**src/rtl/blk_wprot_pkg.sv**
```systemverilog
package blk_wprot_pkg;

   localparam int CMD_W = 8;

   localparam logic [CMD_W-1:0] OP_LOCK = 8'h60;
   localparam logic [CMD_W-1:0] OP_EXIT = 8'hF0;

   // selector lines ordered {A6, A1, A0}
   localparam logic [2:0] SEL_PROTECT   = 3'b010;
   localparam logic [2:0] SEL_UNPROTECT = 3'b110;

   typedef enum logic [1:0] {
      SEQ_IDLE  = 2'd0,
      SEQ_UNLK  = 2'd1,
      SEQ_ARMED = 2'd2
   } seq_state_t;

   function automatic logic sel_is_legal(input logic [2:0] sel);
      return (sel == SEL_PROTECT) || (sel == SEL_UNPROTECT);
   endfunction

endpackage

```
**src/rtl/blk_wprot_seq.sv**
```systemverilog
module blk_wprot_seq
   import blk_wprot_pkg::*;
#(
   parameter int BLK_AW = 8
) (
   input  logic              clk,
   input  logic              rst_n,
   input  logic              cmd_valid,
   input  logic [CMD_W-1:0]  cmd_data,
   input  logic [2:0]        cmd_lines,
   input  logic [BLK_AW-1:0] cmd_blk,
   output logic              upd_en,
   output logic              upd_val,
   output logic [BLK_AW-1:0] upd_blk
);

   seq_state_t state_q, state_d;

   logic is_lock, is_exit;
   assign is_lock = cmd_valid && (cmd_data == OP_LOCK);
   assign is_exit = cmd_valid && (cmd_data == OP_EXIT);

   always_comb begin
      state_d = state_q;
      unique case (state_q)
         SEQ_IDLE: begin
            if (is_lock) state_d = SEQ_UNLK;
         end
         SEQ_UNLK: begin
            if (is_lock)        state_d = SEQ_ARMED;
            else if (cmd_valid) state_d = SEQ_IDLE;
         end
         SEQ_ARMED: begin
            if (is_exit) state_d = SEQ_IDLE;
         end
         default: state_d = SEQ_IDLE;
      endcase
   end

   always_ff @(posedge clk or negedge rst_n) begin
      if (!rst_n) state_q <= SEQ_IDLE;
      else        state_q <= state_d;
   end

   assign upd_en  = (state_q == SEQ_ARMED) && is_lock && sel_is_legal(cmd_lines);
   assign upd_val = (cmd_lines == SEL_PROTECT);
   assign upd_blk = cmd_blk;

endmodule

```
**src/rtl/blk_wprot_bits.sv**
```systemverilog
module blk_wprot_bits #(
   parameter int NUM_BLOCKS = 256,
   localparam int BLK_AW = $clog2(NUM_BLOCKS)
) (
   input  logic                  clk,
   input  logic                  rst_n,
   input  logic                  upd_en,
   input  logic                  upd_val,
   input  logic [BLK_AW-1:0]     upd_blk,
   output logic [NUM_BLOCKS-1:0] prot_q
);

   for (genvar i = 0; i < NUM_BLOCKS; i++) begin : g_flag
      logic hit;
      assign hit = upd_en && (upd_blk == BLK_AW'(i));
      always_ff @(posedge clk or negedge rst_n) begin
         if (!rst_n)   prot_q[i] <= 1'b1;
         else if (hit) prot_q[i] <= upd_val;
      end
   end

endmodule

```
**src/rtl/blk_wprot_hwlock.sv**
```systemverilog
module blk_wprot_hwlock #(
   parameter int NUM_BLOCKS  = 256,
   parameter bit BOOT_LAYOUT = 1'b1,
   localparam int BLK_AW = $clog2(NUM_BLOCKS),
   localparam logic [BLK_AW-1:0] LAST_BLK = BLK_AW'(NUM_BLOCKS - 1)
) (
   input  logic              wp_n,
   input  logic              vpp_low,
   input  logic [BLK_AW-1:0] blk,
   output logic              forced
);

   logic edge_blk;

   if (BOOT_LAYOUT) begin : g_boot
      assign edge_blk = (blk == '0) || (blk == LAST_BLK);
   end else begin : g_uniform
      assign edge_blk = (blk == LAST_BLK);
   end

   assign forced = vpp_low || (!wp_n && edge_blk);

endmodule

```
**src/rtl/blk_wprot_ctrl.sv**
```systemverilog
module blk_wprot_ctrl
   import blk_wprot_pkg::*;
#(
   parameter int NUM_BLOCKS  = 256,
   parameter bit BOOT_LAYOUT = 1'b1,
   localparam int BLK_AW = $clog2(NUM_BLOCKS)
) (
   input  logic              clk,
   input  logic              rst_n,
   input  logic              cmd_valid,
   input  logic [CMD_W-1:0]  cmd_data,
   input  logic [2:0]        cmd_lines,
   input  logic [BLK_AW-1:0] cmd_blk,
   input  logic              wp_n,
   input  logic              vpp_low,
   input  logic [BLK_AW-1:0] req_blk,
   output logic              req_permit,
   input  logic [BLK_AW-1:0] rd_blk,
   output logic              rd_stored,
   output logic              rd_protected
);

   if (NUM_BLOCKS < 2) begin : g_chk_min
      $error("NUM_BLOCKS must be at least 2");
   end
   if ((1 << BLK_AW) != NUM_BLOCKS) begin : g_chk_pow2
      $error("NUM_BLOCKS must be a power of two");
   end

   logic                  upd_en, upd_val;
   logic [BLK_AW-1:0]     upd_blk;
   logic [NUM_BLOCKS-1:0] prot_vec;
   logic                  forced_req, forced_rd;

   blk_wprot_seq #(.BLK_AW(BLK_AW)) u_seq (
      .clk       (clk),
      .rst_n     (rst_n),
      .cmd_valid (cmd_valid),
      .cmd_data  (cmd_data),
      .cmd_lines (cmd_lines),
      .cmd_blk   (cmd_blk),
      .upd_en    (upd_en),
      .upd_val   (upd_val),
      .upd_blk   (upd_blk)
   );

   blk_wprot_bits #(.NUM_BLOCKS(NUM_BLOCKS)) u_bits (
      .clk     (clk),
      .rst_n   (rst_n),
      .upd_en  (upd_en),
      .upd_val (upd_val),
      .upd_blk (upd_blk),
      .prot_q  (prot_vec)
   );

   blk_wprot_hwlock #(.NUM_BLOCKS(NUM_BLOCKS), .BOOT_LAYOUT(BOOT_LAYOUT)) u_lock_req (
      .wp_n    (wp_n),
      .vpp_low (vpp_low),
      .blk     (req_blk),
      .forced  (forced_req)
   );

   blk_wprot_hwlock #(.NUM_BLOCKS(NUM_BLOCKS), .BOOT_LAYOUT(BOOT_LAYOUT)) u_lock_rd (
      .wp_n    (wp_n),
      .vpp_low (vpp_low),
      .blk     (rd_blk),
      .forced  (forced_rd)
   );

   assign req_permit   = !prot_vec[req_blk] && !forced_req;
   assign rd_stored    = prot_vec[rd_blk];
   assign rd_protected = prot_vec[rd_blk] || forced_rd;

endmodule

```
**config.mk**
```make
export PLATFORM = sky130hd
export DESIGN_NAME = blk_wprot_ctrl
export DESIGN_NICKNAME = d
export VERILOG_FILES = /design/src/rtl/blk_wprot_pkg.sv /design/src/rtl/blk_wprot_seq.sv /design/src/rtl/blk_wprot_bits.sv /design/src/rtl/blk_wprot_hwlock.sv /design/src/rtl/blk_wprot_ctrl.sv
export SDC_FILE = /design/constraint.sdc
export NUM_CORES = 1
export LEC_CHECK = 0
export BUFFER_PORTS_ARGS = -buffer_cell sky130_fd_sc_hd__buf_2
export CAP_MARGIN = 20
export CORE_MARGIN = 1.5
export CORE_UTILIZATION = 65
export CTS_CLUSTER_SIZE = 40
export DETAILED_ROUTE_END_ITERATION = 8
export PLACE_DENSITY = 0.83
export SYNTH_ARGS = -nofsm -noshare
export SYNTH_HDL_FRONTEND = slang
export SYNTH_SLANG_ARGS = --single-unit
```
**constraint.sdc**
```tcl
create_clock -name clk -period 3.95 [get_ports clk]
set_clock_uncertainty 0.1 [all_clocks]
set_input_delay 0.395 -clock clk [delete_from_list [all_inputs] [get_ports clk]]
set_output_delay 0.395 -clock clk [all_outputs]
set_load 0.02 [all_outputs]
```
==> run metrics <==
worst hold path class in2reg; area leader, netlist dfstp_2; Worst EP arrival 3110 ps; startpoint types input port; sequential element share of the synthesized area 0.4424; vias 12,900; first-pass GRT wire length 71,990 µm; Pre-antenna DRT Iters 5; die area 24,490 µm²; Chip Width 156.5 µm; grt total ovfl 0; Final nets 1,497; syn_area_per_cell 10.47 µm²; standard-cell rows 55; share of layout cells above drive strength 1 0.3752; Initial Utilization 0.6704; clk_lat worst skew 540 ps; clk root buf clkbuf_16; Yosys reg bits 258; Area Overhead vs Synth 10.02%; Async S/R FF share, synth 1.000; CTS Buffer Depth 3; Worst path max stage delay 610 ps; vias per cell 7.204; run status complete, no violations; clock sink total 258; Peak VDD IR 0.3444 mV; routed wire length 45,770 µm; unrepaired setup endpoints after global routing false; EDFF count, synth 0; crit path kind in2out; Netlist Area Pre-Place 15,320 µm²; DRT iter0 DRCs 1,669; CTS Buf Count 28; Yosys cell types 60; Max Freq 277.6 MHz; CP Launch Point rd_blk[0]; WP buf/inv 3; Power Total 0.005809 W; hpwl dp 29,350 µm; synthesized instance count 1,463; CTS tree yes; syn_nets 1,503; Post-route DRC 0; number of H-tree levels 1; boundary pin count 43; delay-heaviest family, CP buffers and inverters; Core ar. 22,850 µm²; DIE HEIGHT 156.5 µm; setup violators final 0; most frequent CP cell buf_4; slowest cell on the critical path buf_4; post-layout min period 3602 ps; Leakage Power 5.516 nW; top post-synthesis cells by area dfstp_2 (44%), mux4_2 (19%), nand2_1 (9.9%); maxcap violations 0; Worst Path Required 3450 ps; top-area cell type share of the netlist area 0.4392; worst hold start cmd_valid; number of global-route vias before repair 12,610; most frequent cells in the layout nand2_1 (404), dfstp_2 (256), o21ai_1 (252); most common cell after layout, fill and taps aside nand2_1; largest net degree at the start of global routing 108; CTS clk-pin slew, worst paths 60 ps; routability cong. 1.011; IO Port Bufs 42; Antenna Violating Nets Remaining 0; Slew HR 0.2090; Cell Pwr Density 344.7 nW/µm²; Crit Path Max Fanout 41; dominant synthesized flop cell dfstp_2; overall routing resource usage 0.3910; fin crit share 0.9119; Critical Path Sink Type primary output; Post-CTS Resized 0; total negative slack 0 ps; crit path cell chain buf_4 > buf_4 > nor2_1 > a2bb2oi_1 > o221ai_1 > mux4_2 > o211a_1 > o211ai_1 > buf_2; initial antenna violation count 3; pin slew with the least headroom to its limit 1185 ps; endpoints failing hold 0; Slew Limit Fails 0; Synth Warn # 0; Avg WL per Cell 25.57 µm; RR Startpoint u_seq.state_q[0]
[path summary, 6_finish.rpt]
kind                                      endpoint  slack [ps]  cells after the start
max in group asynchronous        u_bits.prot_q[73]        3010                      2
worst min register to register    u_seq.state_q[0]         360                      1
min in group asynchronous       u_bits.prot_q[209]         100                      1
worst max register to register  u_bits.prot_q[198]        1360                      8
worst max-delay path                  rd_protected         350                      9
worst min-delay path              u_seq.state_q[0]          30                      3
[what timing repair did]
item,CTS,global route
buffers inserted,0,0
endpoints found under the hold margin,1,0
hold buffers,1,0
[state kept, by name (all words and copies together), names as in the netlist]
signal	cells
u_seq.state_q	2
u_bits.prot_q	256
[kinds of logic after synthesis]
family	Yosys count	synth area share
mux	187	0.2314
buf+inv	125	0.03611
compound gates	366	0.1382
flops	258	0.4424
simple gates	527	0.1519
[tightest hold or removal path, delay by kind of cell]
kind	cells	cell delay (ps)
AOI/OAI and AO/OA	1	60
and+or+nand+nor	1	90
buffers and inverters	1	90
[routing by layer]
layer  routed length [µm]  up-vias  global-route usage
li1                     -     5405                   -
met1                16430     6289              0.5227
met2                20650      945              0.5890
met3                 5859      255              0.1135
met4                 2816        2              0.1959
met5                   13        -                   0
[report_power, final]
| part | internal, W | switching (W) | total (W) |
|---|---|---|---|
| logic | 0.000128 | 0.000324 | 0.000453 |
| clock network | 0.00161 | 0.00109 | 0.00270 |
| registers | 0.00266 | 0.0000000633 | 0.00266 |
| total | 0.00440 | 0.00141 | 0.00581 |
[cell type report]
| type | count | area [µm²] |
|---|---|---|
| clock inverters | 11 | 136.4 |
| repair buffers | 86 | 685.7 |
| clock buffers | 36 | 802.0 |
| diodes | 3 | 7.507 |
| multi-input cells | 1080 | 8040 |
| fillers | 1550 | 5996 |
| inverters | 3 | 11.26 |
| flip-flops and latches | 258 | 6777 |
| well taps | 313 | 391.6 |
[synth_stat cells, types with 3 or more instances]
cell type,number
mux2_2,8
buf_2,37
or3_1,4
dfstp_2,256
nand3_1,15
mux2_1,6
nand2_1,404
buf_4,3
nor4_1,7
a211oi_1,11
mux4_2,127
and3_1,3
nor2_1,25
a21oi_1,4
o211ai_1,5
o31ai_1,64
buf_1,4
o21ai_0,4
mux2i_1,42
nor4_2,9
nand2b_1,11
mux4_1,4
a31oi_1,5
nor2b_1,20
o21ai_1,252
a22oi_1,3
nor3_1,12
clkbuf_1,75
nor4_4,4
nor3b_1,3
[through the flow]
stage | utilization | hold slack (ps) | worst slack (ps) | instances | instance area [µm²]
floorplan | - | -0.5911 | 850.8 | 1463 | 15320
global placement | 0.6927 | 338.1 | 490.4 | 1736 | 15830
detailed placement | 0.6927 | 355.7 | 479.7 | 1736 | 15830
CTS | 0.7342 | 14.93 | 433.0 | 1784 | 16770
global route | 0.7373 | 66.89 | 221.3 | 1788 | 16850
finish | 0.7376 | 28.42 | 348.0 | 1790 | 16850
No activity file was read; power rests on OpenSTA's default activity.
